`src/rtl/cfir_pkg.sv`:
```
package cfir_pkg;

  localparam int SMP_W = 16;
  localparam int COEF_W = 16;

  // Triangular coefficient: ramps 1,2,.. to the centre, then back down.
  function automatic int tri_coef(input int ntaps, input int k);
    return (k + 1 < ntaps - k) ? (k + 1) : (ntaps - k);
  endfunction

  function automatic int tri_sum(input int ntaps);
    int s;
    s = 0;
    for (int k = 0; k < ntaps; k++) s += tri_coef(ntaps, k);
    return s;
  endfunction

  function automatic int floor_log2(input int v);
    int r;
    r = 0;
    for (int i = 0; i < 30; i++) if ((v >> (i + 1)) != 0) r = i + 1;
    return r;
  endfunction

endpackage

```
`src/rtl/cfir_tap_line.sv`:
```
module cfir_tap_line #(
  parameter int NTAPS = 15,
  parameter int NPAIR = (NTAPS + 1) / 2
) (
  input  logic               clk,
  input  logic               rst_n,
  input  logic               shift_en,
  input  logic signed [15:0] din_re,
  input  logic signed [15:0] din_im,
  output logic signed [16:0] pre_re [NPAIR],
  output logic signed [16:0] pre_im [NPAIR]
);

  logic signed [15:0] tap_re [NTAPS];
  logic signed [15:0] tap_im [NTAPS];

  always_ff @(posedge clk or negedge rst_n) begin
    if (!rst_n) begin
      for (int k = 0; k < NTAPS; k++) begin
        tap_re[k] <= '0;
        tap_im[k] <= '0;
      end
    end else if (shift_en) begin
      tap_re[0] <= din_re;
      tap_im[0] <= din_im;
      for (int k = 1; k < NTAPS; k++) begin
        tap_re[k] <= tap_re[k-1];
        tap_im[k] <= tap_im[k-1];
      end
    end
  end

  // Mirrored taps share a coefficient: add them before multiplying.
  for (genvar p = 0; p < NPAIR; p++) begin : g_pair
    if ((NTAPS % 2 == 1) && (p == NPAIR - 1)) begin : g_centre
      assign pre_re[p] = {tap_re[p][15], tap_re[p]};
      assign pre_im[p] = {tap_im[p][15], tap_im[p]};
    end else begin : g_mirror
      assign pre_re[p] = {tap_re[p][15], tap_re[p]} + {tap_re[NTAPS-1-p][15], tap_re[NTAPS-1-p]};
      assign pre_im[p] = {tap_im[p][15], tap_im[p]} + {tap_im[NTAPS-1-p][15], tap_im[NTAPS-1-p]};
    end
  end

  // each accepted sample moves down the line exactly one place
  a_r8_line_shift: assert property (@(posedge clk) disable iff (!rst_n)
    shift_en |=> (tap_re[1] == $past(tap_re[0])) && (tap_im[1] == $past(tap_im[0])));

endmodule

```
`src/rtl/cfir_mac_sched.sv`:
```
module cfir_mac_sched
  import cfir_pkg::*;
#(
  parameter int NTAPS = 15,
  parameter int NPAIR = (NTAPS + 1) / 2,
  parameter int CPS   = 1,
  parameter int PH_W  = 1,
  parameter int ACC_W = 38
) (
  input  logic                    clk,
  input  logic                    rst_n,
  input  logic signed [16:0]      pre_re [NPAIR],
  input  logic signed [16:0]      pre_im [NPAIR],
  input  logic [PH_W-1:0]         phase,
  input  logic                    acc_en,
  input  logic                    acc_clr,
  output logic signed [ACC_W-1:0] sum_re,
  output logic signed [ACC_W-1:0] sum_im
);

  localparam int NMUL = (NPAIR + CPS - 1) / CPS;

  logic signed [32:0]      prod_re [NMUL];
  logic signed [32:0]      prod_im [NMUL];
  logic signed [ACC_W-1:0] part_re, part_im;
  logic signed [ACC_W-1:0] acc_re_q, acc_im_q, acc_re_d, acc_im_d;

  // Multiplier m serves pairs m*CPS .. m*CPS+CPS-1, one per phase.
  for (genvar m = 0; m < NMUL; m++) begin : g_mul
    logic signed [16:0] cand_re [CPS];
    logic signed [16:0] cand_im [CPS];
    logic signed [15:0] cand_c  [CPS];
    logic signed [16:0] sel_re, sel_im;
    logic signed [15:0] sel_c;

    for (genvar ph = 0; ph < CPS; ph++) begin : g_ph
      localparam int IDX = m * CPS + ph;
      if (IDX < NPAIR) begin : g_on
        assign cand_re[ph] = pre_re[IDX];
        assign cand_im[ph] = pre_im[IDX];
        assign cand_c[ph]  = 16'(tri_coef(NTAPS, IDX));
      end else begin : g_off
        assign cand_re[ph] = '0;
        assign cand_im[ph] = '0;
        assign cand_c[ph]  = '0;
      end
    end

    always_comb begin
      sel_re = cand_re[0];
      sel_im = cand_im[0];
      sel_c  = cand_c[0];
      for (int ph = 1; ph < CPS; ph++) begin
        if (phase == PH_W'(ph)) begin
          sel_re = cand_re[ph];
          sel_im = cand_im[ph];
          sel_c  = cand_c[ph];
        end
      end
    end

    assign prod_re[m] = 33'(sel_re) * 33'(sel_c);
    assign prod_im[m] = 33'(sel_im) * 33'(sel_c);
  end

  always_comb begin
    part_re = '0;
    part_im = '0;
    for (int m = 0; m < NMUL; m++) begin
      part_re = part_re + ACC_W'(prod_re[m]);
      part_im = part_im + ACC_W'(prod_im[m]);
    end
  end

  assign sum_re = acc_re_q + part_re;
  assign sum_im = acc_im_q + part_im;

  always_comb begin
    acc_re_d = acc_re_q;
    acc_im_d = acc_im_q;
    if (acc_clr) begin
      acc_re_d = '0;
      acc_im_d = '0;
    end else if (acc_en) begin
      acc_re_d = sum_re;
      acc_im_d = sum_im;
    end
  end

  always_ff @(posedge clk or negedge rst_n) begin
    if (!rst_n) begin
      acc_re_q <= '0;
      acc_im_q <= '0;
    end else begin
      acc_re_q <= acc_re_d;
      acc_im_q <= acc_im_d;
    end
  end

endmodule

```
`src/rtl/cfir_round_sat.sv`:
```
module cfir_round_sat #(
  parameter int ACC_W = 38,
  parameter int SHIFT = 6
) (
  input  logic signed [ACC_W-1:0] acc,
  output logic signed [15:0]      q
);

  localparam logic signed [ACC_W:0] HALF = (ACC_W+1)'((1 << SHIFT) >> 1);

  logic signed [ACC_W:0] biased, shifted;
  logic [ACC_W-15:0]     hi;
  logic                  ovf;

  always_comb begin
    biased  = (ACC_W+1)'(acc) + HALF;
    shifted = biased >>> SHIFT;
    hi      = shifted[ACC_W:15];
    ovf     = !((&hi) || !(|hi));
    if (ovf) q = shifted[ACC_W] ? 16'sh8000 : 16'sh7fff;
    else     q = shifted[15:0];
  end

endmodule

```
`src/rtl/cfir_stage.sv`:
```
module cfir_stage
  import cfir_pkg::*;
#(
  parameter int NTAPS = 15,
  parameter int CPS   = 1
) (
  input  logic               clk,
  input  logic               rst_n,
  input  logic               i_valid,
  output logic               i_ready,
  input  logic signed [15:0] i_re,
  input  logic signed [15:0] i_im,
  output logic               o_valid,
  input  logic               o_ready,
  output logic signed [15:0] o_re,
  output logic signed [15:0] o_im
);

  localparam int NPAIR = (NTAPS + 1) / 2;
  localparam int PH_W  = (CPS > 1) ? $clog2(CPS) : 1;
  localparam int SHIFT = floor_log2(tri_sum(NTAPS));
  localparam int ACC_W = 34 + $clog2(NTAPS);

  logic signed [16:0]      pre_re [NPAIR];
  logic signed [16:0]      pre_im [NPAIR];
  logic signed [ACC_W-1:0] sum_re, sum_im;
  logic signed [15:0]      rs_re, rs_im;

  logic            busy_q, busy_d;
  logic [PH_W-1:0] ph_q, ph_d;
  logic            ov_q, ov_d;
  logic signed [15:0] ore_q, oim_q;
  logic            last_ph, out_free, accept, finish, acc_en;

  assign last_ph  = busy_q && (ph_q == PH_W'(CPS - 1));
  assign out_free = !ov_q || o_ready;
  assign i_ready  = !busy_q || (last_ph && out_free);
  assign accept   = i_valid && i_ready;
  assign finish   = last_ph && out_free;
  assign acc_en   = busy_q && !last_ph;

  cfir_tap_line #(.NTAPS(NTAPS), .NPAIR(NPAIR)) u_line (
    .clk(clk), .rst_n(rst_n), .shift_en(accept),
    .din_re(i_re), .din_im(i_im),
    .pre_re(pre_re), .pre_im(pre_im)
  );

  cfir_mac_sched #(.NTAPS(NTAPS), .NPAIR(NPAIR), .CPS(CPS), .PH_W(PH_W), .ACC_W(ACC_W)) u_mac (
    .clk(clk), .rst_n(rst_n), .pre_re(pre_re), .pre_im(pre_im),
    .phase(ph_q), .acc_en(acc_en), .acc_clr(finish),
    .sum_re(sum_re), .sum_im(sum_im)
  );

  cfir_round_sat #(.ACC_W(ACC_W), .SHIFT(SHIFT)) u_rs_re (.acc(sum_re), .q(rs_re));
  cfir_round_sat #(.ACC_W(ACC_W), .SHIFT(SHIFT)) u_rs_im (.acc(sum_im), .q(rs_im));

  always_comb begin
    busy_d = busy_q;
    ph_d   = ph_q;
    if (accept) begin
      busy_d = 1'b1;
      ph_d   = '0;
    end else if (finish) begin
      busy_d = 1'b0;
      ph_d   = '0;
    end else if (acc_en) begin
      ph_d   = ph_q + PH_W'(1);
    end
    ov_d = finish ? 1'b1 : (o_ready ? 1'b0 : ov_q);
  end

  always_ff @(posedge clk or negedge rst_n) begin
    if (!rst_n) begin
      busy_q <= 1'b0;
      ph_q   <= '0;
      ov_q   <= 1'b0;
    end else begin
      busy_q <= busy_d;
      ph_q   <= ph_d;
      ov_q   <= ov_d;
    end
  end

  always_ff @(posedge clk or negedge rst_n) begin
    if (!rst_n) begin
      ore_q <= '0;
      oim_q <= '0;
    end else if (finish) begin
      ore_q <= rs_re;
      oim_q <= rs_im;
    end
  end

  assign o_valid = ov_q;
  assign o_re    = ore_q;
  assign o_im    = oim_q;

  // no new sample while earlier phases of the current one remain
  a_r6_no_accept_midcalc: assert property (@(posedge clk) disable iff (!rst_n)
    (busy_q && !last_ph) |-> !i_ready);

  // phase counter never leaves its schedule
  a_r6_phase_range: assert property (@(posedge clk) disable iff (!rst_n)
    ph_q <= PH_W'(CPS - 1));

  // a stalled output keeps its word
  a_r8_out_hold: assert property (@(posedge clk) disable iff (!rst_n)
    (o_valid && !o_ready) |=> (o_valid && $stable(o_re) && $stable(o_im)));

  // a finished sum waits while the output slot is occupied
  a_r8_hold_inflight: assert property (@(posedge clk) disable iff (!rst_n)
    (last_ph && !out_free) |=> busy_q);

endmodule

```
`src/rtl/sym_cfir_chain.sv`:
```
module sym_cfir_chain #(
  parameter int NTAPS   = 15,
  parameter int NSTAGES = 2,
  parameter int CPS     = 1
) (
  input  logic        clk,
  input  logic        rst_n,
  input  logic        s_valid,
  output logic        s_ready,
  input  logic [31:0] s_data,
  output logic        m_valid,
  input  logic        m_ready,
  output logic [31:0] m_data
);

  logic [1:0] rst_sync_q;
  logic       srst_n;

  always_ff @(posedge clk or negedge rst_n) begin
    if (!rst_n) rst_sync_q <= '0;
    else        rst_sync_q <= {rst_sync_q[0], 1'b1};
  end
  assign srst_n = rst_sync_q[1];

  logic               lk_valid [NSTAGES+1];
  logic               lk_ready [NSTAGES+1];
  logic signed [15:0] lk_re    [NSTAGES+1];
  logic signed [15:0] lk_im    [NSTAGES+1];

  assign lk_valid[0] = s_valid;
  assign lk_re[0]    = s_data[31:16];
  assign lk_im[0]    = s_data[15:0];
  assign s_ready     = lk_ready[0];

  for (genvar s = 0; s < NSTAGES; s++) begin : g_stage
    cfir_stage #(.NTAPS(NTAPS), .CPS(CPS)) u_stage (
      .clk(clk), .rst_n(srst_n),
      .i_valid(lk_valid[s]), .i_ready(lk_ready[s]),
      .i_re(lk_re[s]), .i_im(lk_im[s]),
      .o_valid(lk_valid[s+1]), .o_ready(lk_ready[s+1]),
      .o_re(lk_re[s+1]), .o_im(lk_im[s+1])
    );
  end

  assign lk_ready[NSTAGES] = m_ready;
  assign m_valid = lk_valid[NSTAGES];
  assign m_data  = {lk_re[NSTAGES], lk_im[NSTAGES]};

endmodule

```
`config.mk`:
```
export PLATFORM = sky130hd
export DESIGN_NAME = sym_cfir_chain
export DESIGN_NICKNAME = d
export VERILOG_FILES = /design/src/rtl/cfir_pkg.sv /design/src/rtl/cfir_tap_line.sv /design/src/rtl/cfir_mac_sched.sv /design/src/rtl/cfir_round_sat.sv /design/src/rtl/cfir_stage.sv /design/src/rtl/sym_cfir_chain.sv
export SDC_FILE = /design/constraint.sdc
export NUM_CORES = 2
export LEC_CHECK = 0
export ABC_CLOCK_PERIOD_IN_PS = 42000
export BUFFER_PORTS_ARGS = -buffer_cell sky130_fd_sc_hd__buf_2
export CORE_MARGIN = 3
export CORE_UTILIZATION = 51
export DETAILED_ROUTE_END_ITERATION = 7
export HOLD_SLACK_MARGIN = 0.15
export PLACE_DENSITY = 0.67
export REMOVE_ABC_BUFFERS = 1
export SYNTH_ARGS = -nofsm -noshare
export SYNTH_HDL_FRONTEND = slang
export SYNTH_SLANG_ARGS = --single-unit
```
`constraint.sdc`:
```
create_clock -name clk -period 42 [get_ports clk]
set_input_delay 6.3 -clock clk [delete_from_list [all_inputs] [get_ports clk]]
set_output_delay 6.3 -clock clk [all_outputs]
set_load 0.02 [all_outputs]
```
==> results list <==
* Final setup viols: 0
- Capturing element type of the critical path: primary output
- Final period demand of the worst path: 14900 ps
* Fin nets: 12818
* Largest fanout on the critical path: 24
- Cells with a size suffix above 1 make up 13.6% of the layout.
- For this design the top-level I/O count stands at 70.
- Number of buffers created by CTS: 142
- Entering global routing, the biggest net connects 169 pins.
- Detailed routing inserted a total of 73915 vias.
* H-tree lvl count: 4
- Mapped Cells: 10440
* Detailed-router iteration count before antenna repair: 6
* CTS Sinks: 1184
* Die Y-Extent: 475 µm
- Final RePlAce weighted congestion: 0.920
- Summed over all nets, the half-perimeter wirelength after detailed placement is 208000 µm.
- Data on the critical path arrives at its endpoint at 8600 ps.
- At the pin with the least slew margin, the transition time is 1220 ps.
- The average instance in the mapped netlist occupies 10.7 µm².
- Vias in the first global route: 78626
- Count of input and output buffers: 69
* Outcome: complete, no violations
* Total routing usage reported by global routing: 23.8%
- After synthesis the netlist holds a flip-flop and latch count of 1184.
- The final count of hold timing violations is 0.
- Classification of the worst-slack hold path: flip-flop to async pin
- Ratio of routed vias to standard cells: 5.50
- In the routed design, unresolved DRC markers number 0.
- Dividing the final minimum period by the clock period gives 35.5%.
- The region available for standard cell placement spans 218000 µm².
* Width of the die: 475 µm
- The tool flagged a number of max-cap violations equal to 0.
- Dividing the detail-routed wire length by the instance count gives 19.5 µm.
- Worst Hold Slack: 224 ps
- Measured against its own limit, the worst slew margin works out to 18.6%.
- Max Freq: 67.1 MHz
- The floorplan step defined a die boundary enclosing 225000 µm².
- After global routing the overflow that remains totals 0.
- Number of hold buffers added after CTS: 0
- Required arrival time at the worst endpoint: 35700 ps
- Adding up every negative setup slack in the final design gives 0 ps.
* Initial antenna violation count: 2
- Worst-skew pair later-pin latency: 830 ps
- Setup repair after global routing left no endpoint under its margin.
* Warnings, synthesis: 0
- Crit Path Class: input pin to primary output
- Min setup slack post-route: 27100 ps
* Netlist area before placement: 112000 µm²
- The first routing iteration left 4240 violations.
- Sort of element at the start of the critical path: input pin
- Wire length of the first global-routing pass: 429000 µm
- The synthesized design contains 0 enable-type register cells.
- Fraction of synthesis flops using an asynchronous set or reset pin: 100%
* Post-route ant nets: 0
- Gates resized, CTS repair: 0
- Area added between synthesis and finish: 7.57%
- Most frequently used flop master after synthesis: sky130_fd_sc_hd__dfrtp_1
- For the final database, setup skew stands at 37.6 ps.
- TritonCTS built the clock tree.
- The tree is rooted in a sky130_fd_sc_hd__clkbuf_16.
- Unique cell type count in the Yosys netlist: 120
- Of the synthesized area, sequential elements account for 26.4%.
* Number of max-slew violations in the final report: 0
* Maximum root-to-sink buffer count: 3
- The routed design has 262000 µm of wire.
- The floorplan has 171 rows.
- Prior to clock tree synthesis, the placed netlist has a worst setup slack of 27030 ps.
- # Post-CTS Setup Buffers: 0
- Clock transition at the registers of the reported paths: 60 ps
- For this configuration, the core starts out at a cell density of 51.5%.
[placed cells by master (no fill, tap or decap), types with 25 or more instances in the layout]
master / instances
sky130_fd_sc_hd__inv_1: 1937
sky130_fd_sc_hd__or3_1: 36
sky130_fd_sc_hd__o21bai_1: 155
sky130_fd_sc_hd__a211oi_1: 70
sky130_fd_sc_hd__nor2b_1: 43
sky130_fd_sc_hd__or2_2: 25
sky130_fd_sc_hd__a21o_1: 152
sky130_fd_sc_hd__nor3_1: 139
sky130_fd_sc_hd__clkbuf_16: 145
sky130_fd_sc_hd__nor4_1: 47
sky130_fd_sc_hd__o211ai_1: 47
sky130_fd_sc_hd__o21ai_0: 343
sky130_fd_sc_hd__mux2_2: 946
sky130_fd_sc_hd__nand3_1: 198
sky130_fd_sc_hd__nor2_1: 252
sky130_fd_sc_hd__nand4_1: 57
sky130_fd_sc_hd__buf_2: 69
sky130_fd_sc_hd__a31oi_1: 37
sky130_fd_sc_hd__dfrtp_1: 1183
sky130_fd_sc_hd__fa_1: 1398
sky130_fd_sc_hd__nand2_1: 432
sky130_fd_sc_hd__nand2b_1: 69
sky130_fd_sc_hd__xnor2_1: 440
sky130_fd_sc_hd__o21a_1: 48
sky130_fd_sc_hd__buf_4: 57
sky130_fd_sc_hd__ha_1: 924
sky130_fd_sc_hd__and3_1: 55
sky130_fd_sc_hd__xor2_1: 149
sky130_fd_sc_hd__clkbuf_8: 26
sky130_fd_sc_hd__o31ai_1: 40
sky130_fd_sc_hd__a21oi_1: 493
[kinds of logic (layout without fill, tap and decap cells)]
group / Yosys count / count (layout) / synth area share, %
buffers and inverters: 2193 / 2326 / 7.43
DFF: 1184 / 1184 / 26.4
other: 1 / 2 / 0.00335
and+or+nand+nor: 1496 / 1496 / 6.69
adders and majority gates: 2324 / 2324 / 35.3
muxes: 959 / 959 / 9.62
xor gates and xnor gates: 594 / 594 / 4.65
AOI/OAI and AO/OA: 1689 / 1689 / 9.86
[routing by layer]
| metal | vias up | GRT usage (%) | share of wire [%] |
|---|---|---|---|
| li1 | 34671 | - | - |
| met1 | 37726 | 33.4 | 46 |
| met2 | 1224 | 39.7 | 48 |
| met3 | 294 | 2.73 | 3.5 |
| met4 | 0 | 5.48 | 2.1 |
| met5 | - | 0 | 0 |
[layout make-up]
type / count / area (µm²)
Antenna cell: 1 / 2.50
Clock buffer: 195 / 4080
Clock inverter: 64 / 941
Fill cell: 18560 / 97200
Inverter: 1937 / 7270
Multi-Input combinational cell: 7063 / 74200
Sequential cell: 1184 / 29600
Tap cell: 2854 / 3570
Timing Repair Buffer: 130 / 853
[metrics by stage]
step,cells,cell area [µm²],utilization [%]
2_1_floorplan,10184,111000,-
3_3_place_gp,13168,116000,53.1
3_5_place_dp,13168,116000,53.1
4_1_cts,13427,121000,55.4
5_1_grt,13428,121000,55.4
6_report,13428,121000,55.4
[Yosys cell counts (12+ instances only)]
| library cell | count | share of area [%] |
|---|---|---|
| sky130_fd_sc_hd__o21a_1 | 48 | 0.32 |
| sky130_fd_sc_hd__nor2_1 | 253 | 0.85 |
| sky130_fd_sc_hd__a2bb2oi_1 | 14 | 0.11 |
| sky130_fd_sc_hd__nor3b_1 | 21 | 0.14 |
| sky130_fd_sc_hd__o211ai_1 | 47 | 0.31 |
| sky130_fd_sc_hd__a21oi_2 | 12 | 0.094 |
| sky130_fd_sc_hd__nand2_1 | 436 | 1.5 |
| sky130_fd_sc_hd__buf_1 | 16 | 0.054 |
| sky130_fd_sc_hd__nand2b_1 | 70 | 0.39 |
| sky130_fd_sc_hd__fa_1 | 1400 | 25 |
| sky130_fd_sc_hd__o221ai_1 | 14 | 0.11 |
| sky130_fd_sc_hd__nor4_1 | 47 | 0.26 |
| sky130_fd_sc_hd__a311o_1 | 14 | 0.13 |
| sky130_fd_sc_hd__nand4_1 | 57 | 0.32 |
| sky130_fd_sc_hd__a31oi_1 | 38 | 0.21 |
| sky130_fd_sc_hd__or2_2 | 25 | 0.14 |
| sky130_fd_sc_hd__o2111ai_1 | 14 | 0.11 |
| sky130_fd_sc_hd__nand3_1 | 198 | 0.88 |
| sky130_fd_sc_hd__and3_1 | 55 | 0.31 |
| sky130_fd_sc_hd__inv_1 | 1937 | 6.5 |
| sky130_fd_sc_hd__nor3_1 | 139 | 0.62 |
| sky130_fd_sc_hd__ha_1 | 924 | 10 |
| sky130_fd_sc_hd__or3_1 | 36 | 0.20 |
| sky130_fd_sc_hd__nor2b_1 | 43 | 0.24 |
| sky130_fd_sc_hd__a2111oi_0 | 13 | 0.10 |
| sky130_fd_sc_hd__o21bai_1 | 155 | 1.0 |
| sky130_fd_sc_hd__a211o_1 | 17 | 0.13 |
| sky130_fd_sc_hd__or4_1 | 15 | 0.10 |
| sky130_fd_sc_hd__mux2_2 | 946 | 9.5 |
| sky130_fd_sc_hd__a221o_1 | 21 | 0.19 |
| sky130_fd_sc_hd__a21boi_0 | 14 | 0.094 |
| sky130_fd_sc_hd__a21o_1 | 152 | 1.0 |
| sky130_fd_sc_hd__buf_2 | 20 | 0.089 |
| sky130_fd_sc_hd__mux2i_1 | 13 | 0.12 |
| sky130_fd_sc_hd__a21oi_1 | 493 | 2.2 |
| sky130_fd_sc_hd__and2_1 | 22 | 0.12 |
| sky130_fd_sc_hd__dfrtp_1 | 1184 | 26 |
| sky130_fd_sc_hd__o31ai_1 | 40 | 0.27 |
| sky130_fd_sc_hd__a22o_1 | 16 | 0.13 |
| sky130_fd_sc_hd__xor2_1 | 153 | 1.2 |
| sky130_fd_sc_hd__a211oi_1 | 70 | 0.47 |
| sky130_fd_sc_hd__o21ai_0 | 343 | 1.5 |
| sky130_fd_sc_hd__clkbuf_1 | 209 | 0.70 |
| sky130_fd_sc_hd__xnor2_1 | 440 | 3.4 |
| sky130_fd_sc_hd__nand3b_1 | 13 | 0.087 |
[critical path, cell delays in order]
cell	delay, ps
sky130_fd_sc_hd__buf_2	90
sky130_fd_sc_hd__nand2b_1	310
sky130_fd_sc_hd__nand3b_1	180
sky130_fd_sc_hd__buf_4	340
sky130_fd_sc_hd__nand3_1	170
sky130_fd_sc_hd__nand2b_2	530
sky130_fd_sc_hd__nand2_1	390
sky130_fd_sc_hd__buf_2	270
[final timing paths]
check,from,end,slack (ps),cells after the start
hold reg to reg,rst_sync_q[1]$_DFF_PN0_,g_stage[0].u_stage.u_line.tap_re[174]$_DFFE_PN0P_,220,0
setup / recovery,m_ready,s_ready,27100,8
max in group asynchronous,rst_n,rst_sync_q[1]$_DFF_PN0_,36640,1
setup reg to reg,g_stage[0].u_stage.u_line.tap_re[81]$_DFFE_PN0P_,g_stage[0].u_stage.o_re[1]$_DFFE_PN0P_,28360,43
hold / removal,rst_sync_q[1]$_DFF_PN0_,g_stage[0].u_stage.u_line.tap_re[174]$_DFFE_PN0P_,220,0
min in group clk,rst_sync_q[0]$_DFF_PN0_,rst_sync_q[1]$_DFF_PN0_,350,0
[sequential cells by signal (all words and copies together) (netlist names)]
name / count
g_stage.u_stage.u_line.tap_re: 448
g_stage.u_stage.u_mac.acc_im_q: 76
g_stage.u_stage.u_line.pre_re: 32
g_stage.u_stage.u_line.pre_im: 32
g_stage.u_stage.u_line.tap_im: 448
g_stage.u_stage.o_valid: 2
g_stage.u_stage.ph_q: 2
g_stage.u_stage.u_mac.acc_re_q: 76
rst_sync_q: 2
g_stage.u_stage.busy_q: 2
g_stage.u_stage.o_im: 32
g_stage.u_stage.o_re: 32
Power is left out: the tool's default activity adds up to more than one toggle a clock period on the data nets, which glitch-free logic cannot reach.
